File: config.mk
export PLATFORM = sky130hd
export DESIGN_NAME = brq_top
export DESIGN_NICKNAME = d
export VERILOG_FILES = /design/src/rtl/brq_pkg.sv /design/src/rtl/brq_fifo.sv /design/src/rtl/brq_burst_ctr.sv /design/src/rtl/brq_req_ctrl.sv /design/src/rtl/brq_top.sv
export SDC_FILE = /design/constraint.sdc
export NUM_CORES = 2
export LEC_CHECK = 0
export BUFFER_PORTS_ARGS = -buffer_cell sky130_fd_sc_hd__buf_2
export CELL_PAD_IN_SITES_DETAIL_PLACEMENT = 0
export CELL_PAD_IN_SITES_GLOBAL_PLACEMENT = 1
export CORE_MARGIN = 5
export CORE_UTILIZATION = 55
export CTS_CLUSTER_SIZE = 14
export DETAILED_ROUTE_END_ITERATION = 16
export GPL_TIMING_DRIVEN = 0
export PLACE_DENSITY = 0.76
export SLEW_MARGIN = 20
export SYNTH_ARGS = -nofsm -noshare
export SYNTH_HDL_FRONTEND = slang
export SYNTH_SLANG_ARGS = --single-unit
File: constraint.sdc
create_clock -name clk -period 6.1 [get_ports clk]
set_clock_uncertainty 0.05 [all_clocks]
set_input_delay 0.61 -clock clk [delete_from_list [all_inputs] [get_ports clk]]
set_output_delay 0.61 -clock clk [all_outputs]
set_load 0.01 [all_outputs]
File: src/rtl/brq_pkg.sv
package brq_pkg;
  typedef enum logic [1:0] {
    ST_IDLE = 2'd0,
    ST_ASK  = 2'd1,
    ST_OWN  = 2'd2
  } brq_state_t;
endpackage

File: src/rtl/brq_fifo.sv
module brq_fifo #(
  parameter int DW    = 16,
  parameter int DEPTH = 128,
  parameter int LVLW  = $clog2(DEPTH + 1)
) (
  input  logic            clk,
  input  logic            rst_n,
  input  logic            wr_en,
  input  logic [DW-1:0]   wr_data,
  input  logic            rd_ready,
  output logic            rd_valid,
  output logic [DW-1:0]   rd_data,
  output logic [LVLW-1:0] level,
  output logic            ovf
);
  localparam int AW = (DEPTH > 1) ? $clog2(DEPTH) : 1;

  logic [DW-1:0]   mem [DEPTH];
  logic [AW-1:0]   wptr, rptr, wptr_nx, rptr_nx;
  logic [LVLW-1:0] level_q;
  logic            ovf_q, full, wr_ok, rd_ok;

  assign full     = (level_q == LVLW'(DEPTH));
  assign rd_valid = (level_q != '0);
  assign wr_ok    = wr_en && !full;
  assign rd_ok    = rd_ready && rd_valid;
  assign rd_data  = mem[rptr];
  assign level    = level_q;
  assign ovf      = ovf_q;

  generate
    if ((1 << AW) == DEPTH) begin : g_pow2
      assign wptr_nx = wptr + AW'(1);
      assign rptr_nx = rptr + AW'(1);
    end else begin : g_wrap
      assign wptr_nx = (wptr == AW'(DEPTH - 1)) ? '0 : wptr + AW'(1);
      assign rptr_nx = (rptr == AW'(DEPTH - 1)) ? '0 : rptr + AW'(1);
    end
  endgenerate

  always_ff @(posedge clk) begin
    if (wr_ok) mem[wptr] <= wr_data;
  end

  always_ff @(posedge clk) begin
    if (!rst_n) begin
      wptr    <= '0;
      rptr    <= '0;
      level_q <= '0;
      ovf_q   <= 1'b0;
    end else begin
      if (wr_ok) wptr <= wptr_nx;
      if (rd_ok) rptr <= rptr_nx;
      case ({wr_ok, rd_ok})
        2'b10:   level_q <= level_q + LVLW'(1);
        2'b01:   level_q <= level_q - LVLW'(1);
        default: level_q <= level_q;
      endcase
      if (wr_en && full) ovf_q <= 1'b1;
    end
  end


  level_bound_chk: assert property (@(posedge clk) disable iff (!rst_n)
    level_q <= LVLW'(DEPTH));


  ovf_sticky_chk: assert property (@(posedge clk) disable iff (!rst_n)
    ovf_q |=> ovf_q);


  ovf_set_chk: assert property (@(posedge clk) disable iff (!rst_n)
    (wr_en && full) |=> ovf_q);


  full_write_blocked_chk: assert property (@(posedge clk) disable iff (!rst_n)
    (wr_en && full && !rd_ready) |=> (level_q == LVLW'(DEPTH)));
endmodule

File: src/rtl/brq_burst_ctr.sv
module brq_burst_ctr #(
  parameter int LATW = 8
) (
  input  logic            clk,
  input  logic            rst_n,
  input  logic            load,
  input  logic            beat,
  input  logic [LATW-1:0] latency,
  output logic            last
);
  logic [LATW-1:0] lat_eff, cnt_q;

  assign lat_eff = (latency == '0) ? LATW'(1) : latency;
  assign last    = beat && (load ? (lat_eff == LATW'(1)) : (cnt_q == LATW'(1)));

  always_ff @(posedge clk) begin
    if (!rst_n)     cnt_q <= '0;
    else if (load)  cnt_q <= lat_eff - LATW'(beat);
    else if (beat)  cnt_q <= cnt_q - LATW'(1);
  end


  cnt_live_chk: assert property (@(posedge clk) disable iff (!rst_n)
    (!load) |-> (cnt_q != '0 && cnt_q <= lat_eff));
endmodule

File: src/rtl/brq_req_ctrl.sv
module brq_req_ctrl
  import brq_pkg::*;
#(
  parameter int LVLW = 8
) (
  input  logic            clk,
  input  logic            rst_n,
  input  logic [LVLW-1:0] level,
  input  logic [LVLW-1:0] threshold,
  input  logic            gnt,
  input  logic            early,
  input  logic            last,
  output logic            req,
  output logic            load
);
  brq_state_t state_q, state_nx;
  logic below;

  assign below = (level < threshold);

  always_comb begin
    state_nx = state_q;
    case (state_q)
      ST_IDLE: if (below) state_nx = ST_ASK;
      ST_ASK: begin
        if (gnt)         state_nx = last ? ST_IDLE : ST_OWN;
        else if (!below) state_nx = ST_IDLE;
      end
      ST_OWN:  if (!gnt || last) state_nx = ST_IDLE;
      default: state_nx = ST_IDLE;
    endcase
  end

  always_ff @(posedge clk) begin
    if (!rst_n) state_q <= ST_IDLE;
    else        state_q <= state_nx;
  end

  assign req  = (state_q == ST_ASK) || ((state_q == ST_OWN) && !early);
  assign load = (state_q != ST_OWN);


  req_rise_below_chk: assert property (@(posedge clk) disable iff (!rst_n)
    $rose(req) |-> $past(level < threshold));


  gnt_loss_chk: assert property (@(posedge clk) disable iff (!rst_n)
    (state_q == ST_OWN && !gnt) |=> !req);


  early_drop_chk: assert property (@(posedge clk) disable iff (!rst_n)
    (early && req && gnt) |=> (!req || !early));
endmodule

File: src/rtl/brq_top.sv
module brq_top #(
  parameter int DW    = 16,
  parameter int DEPTH = 128,
  parameter int LATW  = 8,
  parameter int LVLW  = $clog2(DEPTH + 1)
) (
  input  logic            clk,
  input  logic            rst_n,
  input  logic [LATW-1:0] cfg_latency,
  input  logic [LVLW-1:0] cfg_threshold,
  input  logic            cfg_early_release,
  output logic            bus_req,
  input  logic            bus_gnt,
  input  logic            bus_valid,
  input  logic [DW-1:0]   bus_data,
  output logic [LVLW-1:0] fifo_level,
  output logic            ovf_flag,
  output logic            out_valid,
  input  logic            out_ready,
  output logic [DW-1:0]   out_data
);
  logic beat, load, last;

  assign beat = bus_gnt && bus_valid;

  brq_fifo #(.DW(DW), .DEPTH(DEPTH), .LVLW(LVLW)) u_fifo (
    .clk(clk), .rst_n(rst_n),
    .wr_en(beat), .wr_data(bus_data),
    .rd_ready(out_ready), .rd_valid(out_valid), .rd_data(out_data),
    .level(fifo_level), .ovf(ovf_flag)
  );

  brq_burst_ctr #(.LATW(LATW)) u_burst (
    .clk(clk), .rst_n(rst_n),
    .load(load), .beat(beat), .latency(cfg_latency), .last(last)
  );

  brq_req_ctrl #(.LVLW(LVLW)) u_ctrl (
    .clk(clk), .rst_n(rst_n),
    .level(fifo_level), .threshold(cfg_threshold),
    .gnt(bus_gnt), .early(cfg_early_release), .last(last),
    .req(bus_req), .load(load)
  );
endmodule

==> Yosys cells after proc, flatten, opt, wreduce, memory -nomap -nowiden <==
Memories as Yosys holds them, arrays and structs flattened. A register that Yosys moved wholly into a read port is not among the register bits.
Cells that the tools add are included.
{ "classes": {"n_addsub": 6, "reduce_logical": 17, "muxes": 15, "n_eq_ne": 11, "magnitude_cmp": 1} }
{ "ops": {"columns": ["cell", "count"], "rows": [
  ["2-to-1 mux 8 bit", 3],
  ["equality test 8 x 1 -> 1 bit (second input constant)", 2],
  ["one-hot mux 8 bit (2 select lines)", 1],
  ["subtractor 8 x 1 -> 8 bit (second input constant)", 2],
  ["adder 7 x 1 -> 7 bit (second input constant)", 2],
  ["2-to-1 mux 7 bit", 2],
  ["2-to-1 mux 2 bit", 5],
  ["adder 8 x 1 -> 8 bit (second input constant)", 1],
  ["equality test 8 bit (second input constant)", 1],
  ["zero test 8 bit", 1],
  ["< comparator 8 bit", 1],
  ["nonzero test 8 bit", 1],
  ["subtractor 8 x 1 -> 8 bit", 1],
  ["logical AND 1 bit", 6],
  ["one-hot mux 2 bit (3 select lines)", 1],
  ["equality test 2 x 1 -> 1 bit (second input constant)", 2],
  ["equality test 2 bit (second input constant)", 2],
  ["!= test 2 x 1 -> 1 bit (second input constant)", 2],
  ["nonzero test 2 bit", 2],
  ["zero test 1 bit", 3],
  ["2-to-1 mux 1 bit", 3],
  ["!= test 3 bit (second input constant)", 1],
  ["AND reduction 3 bit", 1],
  ["zero test 2 bit", 1],
  ["2 further kinds", 3]
]} }
{ "totals": {"elab_cells": 57, "n_memories": 1, "reg_bits": 33, "ramBits": 2048, "output_inout_bits": 27} }
{ "memory_table": {"columns": ["memory", "words", "width", "read_ports", "rd_clocked_by_memory_dff", "wr", "line_no", "rtl"], "rows": [
  ["u_fifo.mem", 128, 16, 1, 1, 1, "brq_fifo.sv:18", "logic [DW-1:0] mem [DEPTH];"]
]} }

==> Longest topological paths before layout <==
{ "logic_depth": {"ltp_word": 8, "depth_mapped": 15, "depth_no_buf": 13} }

==> Cells and area by module <==
A second synthesis with hierarchy kept.
{ "hier_totals": {"cells_unflattened": 4755, "area_unflattened_um2": 81963.6} }
{ "modules_own_cells": {"columns": ["mod", "area_each_um2", "n_inst", "cells_each", "seq_area_each_um2"], "rows": [
  ["brq_fifo", 81071.5, 1, 4651, 62099.6],
  ["brq_burst_ctr", 618.1, 1, 70, 160.2],
  ["brq_req_ctrl", 267.8, 1, 33, 40.0],
  ["brq_top", 6.3, 1, 1, 0.0]
]} }

==> Worst setup path before layout <==
Ideal clock, no wire load.
{ "synth_path": {"path_kind": "flip-flop to flip-flop", "startpoint": "reg u_fifo.level_q[1] (netlist: u_fifo.level[1])", "endpoint": "reg u_fifo.level_q[4] (netlist: u_fifo.level[4])", "setup_slack_ps": 2695, "path_buffers": 2, "arrival_ps": 3296, "stages_incl_launch_ff": 16, "synth_period_minus_slack_ps": 3405, "cell_sequence": "dfxtp_1 -> buf_4 -> nor4_1 -> and3_4 -> nor2_2 -> clkinv_2 -> ha_1 -> buf_2 -> xor2_1 -> ha_1 -> o21a_1 -> o221ai_1 -> nand2b_1 -> xnor2_1 -> or4b_1 -> nand2_1"} }
{ "synth_via": {"elab_chain_len": 5, "elab_cells_between_ends": 11, "cone_classes": "add/sub (2); eq/ne (3); mux (1); reduce/logical (5)"} }
{ "synth_rtl": {"columns": ["element", "line_no", "rtl"], "rows": [
  ["start: declaration", "brq_fifo.sv:20", "logic [LVLW-1:0] level_q;"],
  ["start signal: assignment", "brq_fifo.sv:55", "2'b10: level_q <= level_q + LVLW'(1);"],
  ["start signal: assignment", "brq_fifo.sv:56", "2'b01: level_q <= level_q - LVLW'(1);"],
  ["start signal: assignment", "brq_fifo.sv:57", "default: level_q <= level_q;"],
  ["parallel branches: the longest is 5 deep, another holds subtractor 8 x 1 -> 8 bit", null, null]
]} }
Several ways; the timed one is not identified.
A chain may end at the register's enable or synchronous reset.

==> results_dict.tcl <==
set metrics [dict create \
    tightest_slew_ps 1240 \
    final_util_pct 63.0 \
    synth_cell_type_count 59 \
    critPathMaxStageDelay_ps 960 \
    clock_latency_ps 810 \
    reg2reg_depth 6 \
    synth_top_family_by_area "multiplexers" \
    grt_start_max_net_pins 97 \
    drv_slew 0 \
    rsz0062_at_grt "false" \
    yosys_warnings 0 \
    netlist.top_cell.by_area "edfxtp_1" \
    cts_sinks 2088 \
    end_kind "primary output" \
    fin_crit_sh_pct 92.4 \
    cpMaxStageDelayCell "buf_1" \
    slew_headroom_pct 17.5 \
    synth_xor_area_share_pct 0.306 \
    p_leak_uw 0.0282 \
    setup_tns_ps 0 \
    synth-simple-area-share_pct 2.43 \
    ant_nets 0 \
    drt-wirelength-per-cell_um 31.6 \
    yosysSeqAreaShare_pct 77.6 \
    synthMuxAreaShare_pct 14.0 \
    clockRootBuffer "clkbuf_16" \
    cts_htree_levels 4 \
    place_congestion 0.881 \
    crit_top_cell "buf_2" \
    synth_area_um2 80200 \
    dpl.cell_count 5995 \
    hold_end "u_fifo.level[7]" \
    cts_tree "done" \
    vias 40700 \
    grt_pass1_wl_mm 287 \
    dr.pass1.iters 5 \
    reg2reg_from "u_fifo.level[5]" \
    path_class "flop to primary output" \
    layout.cells.non_filler 6367 \
    die_w_um 392 \
    dp_hpwl_mm 133 \
    synth-compound-area-share_pct 3.97 \
    synthAdderAreaFrac_pct 0.265 \
    critical_path_arrival_ps 4980 \
    cts_inserted_buffers 200 \
    avgSynthCellArea_um2 20.7 \
    reg2reg_to "u_fifo.mem[37][10]" \
    start_util_pct 55.2 \
    grtUsageTotal_pct 26.4 \
    period_needed_ps 5640 \
    boundaryPins 65 \
    die_area_um2 154000 \
    crit_fanout 10 \
    status "finished, final reports clean" \
    peakVddDrop_mv 0.268 \
    gr-total-overflow 0 \
    drt_iter0_markers 5156 \
    cts.clk_slew.worst_paths_ps 60 \
    crit_chain "buf_2 -> buf_2 -> nand3b_1 -> buf_2 -> buf_1 -> o22ai_1 -> a211oi_1 -> nand2_1 -> nand3_1 -> nor2_1 -> buf_2" \
    synth_seq_cells 2088 \
    clockBufferDepth 3 \
    coreArea_um2 145000 \
    fmax_mhz 177 \
    cp_data_required_time_ps 5440 \
    synth_edf_count 2048 \
    synth_top_area_share_pct 76.6 \
    area_growth_pct 14.1 \
    vias_per_cell 6.40 \
    num-nets-final 4337 \
    antenna_found_initial 10 \
    min_path_cells 3 \
    crit_family "buffers and inverters" \
    syn-instance-count 3882 \
    finalHoldViolCount 0 \
    num_rows 140 \
    synth_ff_type "edfxtp_1" \
    hold_path.startpoint "rst_n" \
    rrSetupSlack_ps 2140 \
    drive_gt1_share_pct 24.7 \
    syn-num-nets 3937 \
    die_h_um 392 \
    synthTopCellsByArea "edfxtp_1 (77%), mux4_2 (11%), mux2i_1 (3.2%)" \
    route.detailed.drc 0 \
    crit_buf_inv 5 \
    setup_viol 0 \
    start_kind "flop" \
    power_density_nw_per_um2 342 \
    max_cap_violations 0 \
    hold_class "input pin to flop" \
    ys_async_sr_fraction_pct 0 \
    first_global_vias 40300 \
    io_buffers 63 \
    drt_wl_total_mm 201 \
]
## cells in the final DEF (no fill, tap or decap), drive strengths merged, types with 3 or more instances in the layout
cell      Yosys  final
a21oi         7      7
nand2b        7      7
nor4          4      4
and2         17     17
dfxtp        40     40
or3           7      7
nand2       141    141
clkinv        1     99
o22ai       128    128
nand3        31     31
nor2        164    164
clkbuf      101    341
mux4        384    384
a22oi       144    144
and3          4      4
ha           17     17
bufinv        0     17
xnor2        15     15
mux2i       260    260
nor2b        13     13
edfxtp     2048   2048
buf         116    312
a211oi      129    129
clkinvlp      0      6
nor3          7      7
o21ai        12     12
nand4        18     18
xor2         13     13
a21boi        6      6
a221oi        3      3
nand3b        4      4
o211a         4      4
inv          15     22
## routing by layer
| layer | share of wire (%) | GRT usage, % |
|---|---|---|
| met1 | 40 | 38.4 |
| met2 | 47 | 40.5 |
| met3 | 9.6 | 5.89 |
| met4 | 3.4 | 8.72 |
| met5 | 0.015 | 0 |
## cells by family (layout without fill, tap and decap cells)
logic type	Yosys count	after routing
AO/OA/AOI/OAI	448	448
XOR/XNOR	28	28
adder cells (fa/ha/maj)	17	17
buffers and inverters	233	799
flip-flops	2088	2088
multiplexers	644	644
other	0	2
AND/OR/NAND/NOR	424	424
## area by class of cell
cell class / instances / area, µm²
sequential: 2088 / 62300
multi-input combinational: 1561 / 17200
fill: 9808 / 53800
clock inverter: 128 / 1060
tap: 1917 / 2400
inverter: 16 / 61.3
timing repair buffer: 198 / 2310
antenna: 2 / 5.00
buffer: 217 / 1040
clock buffer: 240 / 5240
## worst max path at each step
stage	slack [ps]	cells after the start	startpoint	end
3_3_place_gp	1240	8	flop	out_data[14]
3_5_place_dp	1390	11	flop	out_data[12]
4_1_cts	490	11	flop	out_data[12]
2_1_floorplan	2690	15	u_fifo.level[1]	u_fifo.level[4]
5_1_grt	390	11	flop	out_data[12]
6_report	460	11	flop	out_data[12]
## Yosys cell counts, drive strengths merged, types with 4 or more instances
master	number
xnor2	15
ha	17
nand2	141
o211a	4
mux2i	260
and3	4
nand2b	7
a211oi	129
nor4	4
a21oi	7
inv	15
buf	116
edfxtp	2048
xor2	13
and2	17
nand4	18
or3	7
nor3	7
o22ai	128
nand3	31
a21boi	6
nand3b	4
o21ai	12
clkbuf	101
nor2b	13
a22oi	144
nor2	164
mux4	384
dfxtp	40
## sequential cells by signal, summed over array words and instances (netlist names), named ones only
signal	count
u_burst.cnt_q	8
u_ctrl.state_q	2
u_fifo.level	8
u_fifo.mem	2048
u_fifo.ovf	1
u_fifo.rptr	7
u_fifo.wptr	7
## per-stage QoR
step	area [µm²]	worst slack [ps]	hold slack (ps)	total power, µW
floorplan	80200	2690	432	18400
global placement	82900	1240	431	19600
detailed placement	85300	1390	459	19700
CTS	91600	486	61.5	31500
global route	91600	387	89.9	32400
finish	91600	462	122	31400
## repair_timing
action / 4_1_cts / 5_1_grt
hold buffers: 2 / 0
resized for setup: 0 / 0
buffers inserted: 0 / 0
endpoints found under the hold margin: 1 / 0
setup endpoints to repair: 0 / 0
## report_power, final
group / internal, µW / switching, µW / total, µW / leakage (µW)
Clock: 6810 / 5160 / 12000 / 0.00307
Sequential: 15800 / 61.7 / 15900 / 0.0187
Combinational: 1430 / 2090 / 3520 / 0.00642
Total: 24000 / 7320 / 31400 / 0.0282
## tightest hold or removal path: cells and delay by family
family                 cells  cell delay (ps)
muxes                      1               60
buffers and inverters      1              180
and+or+nand+nor            1               80
(Power assumes the default switching activity.)
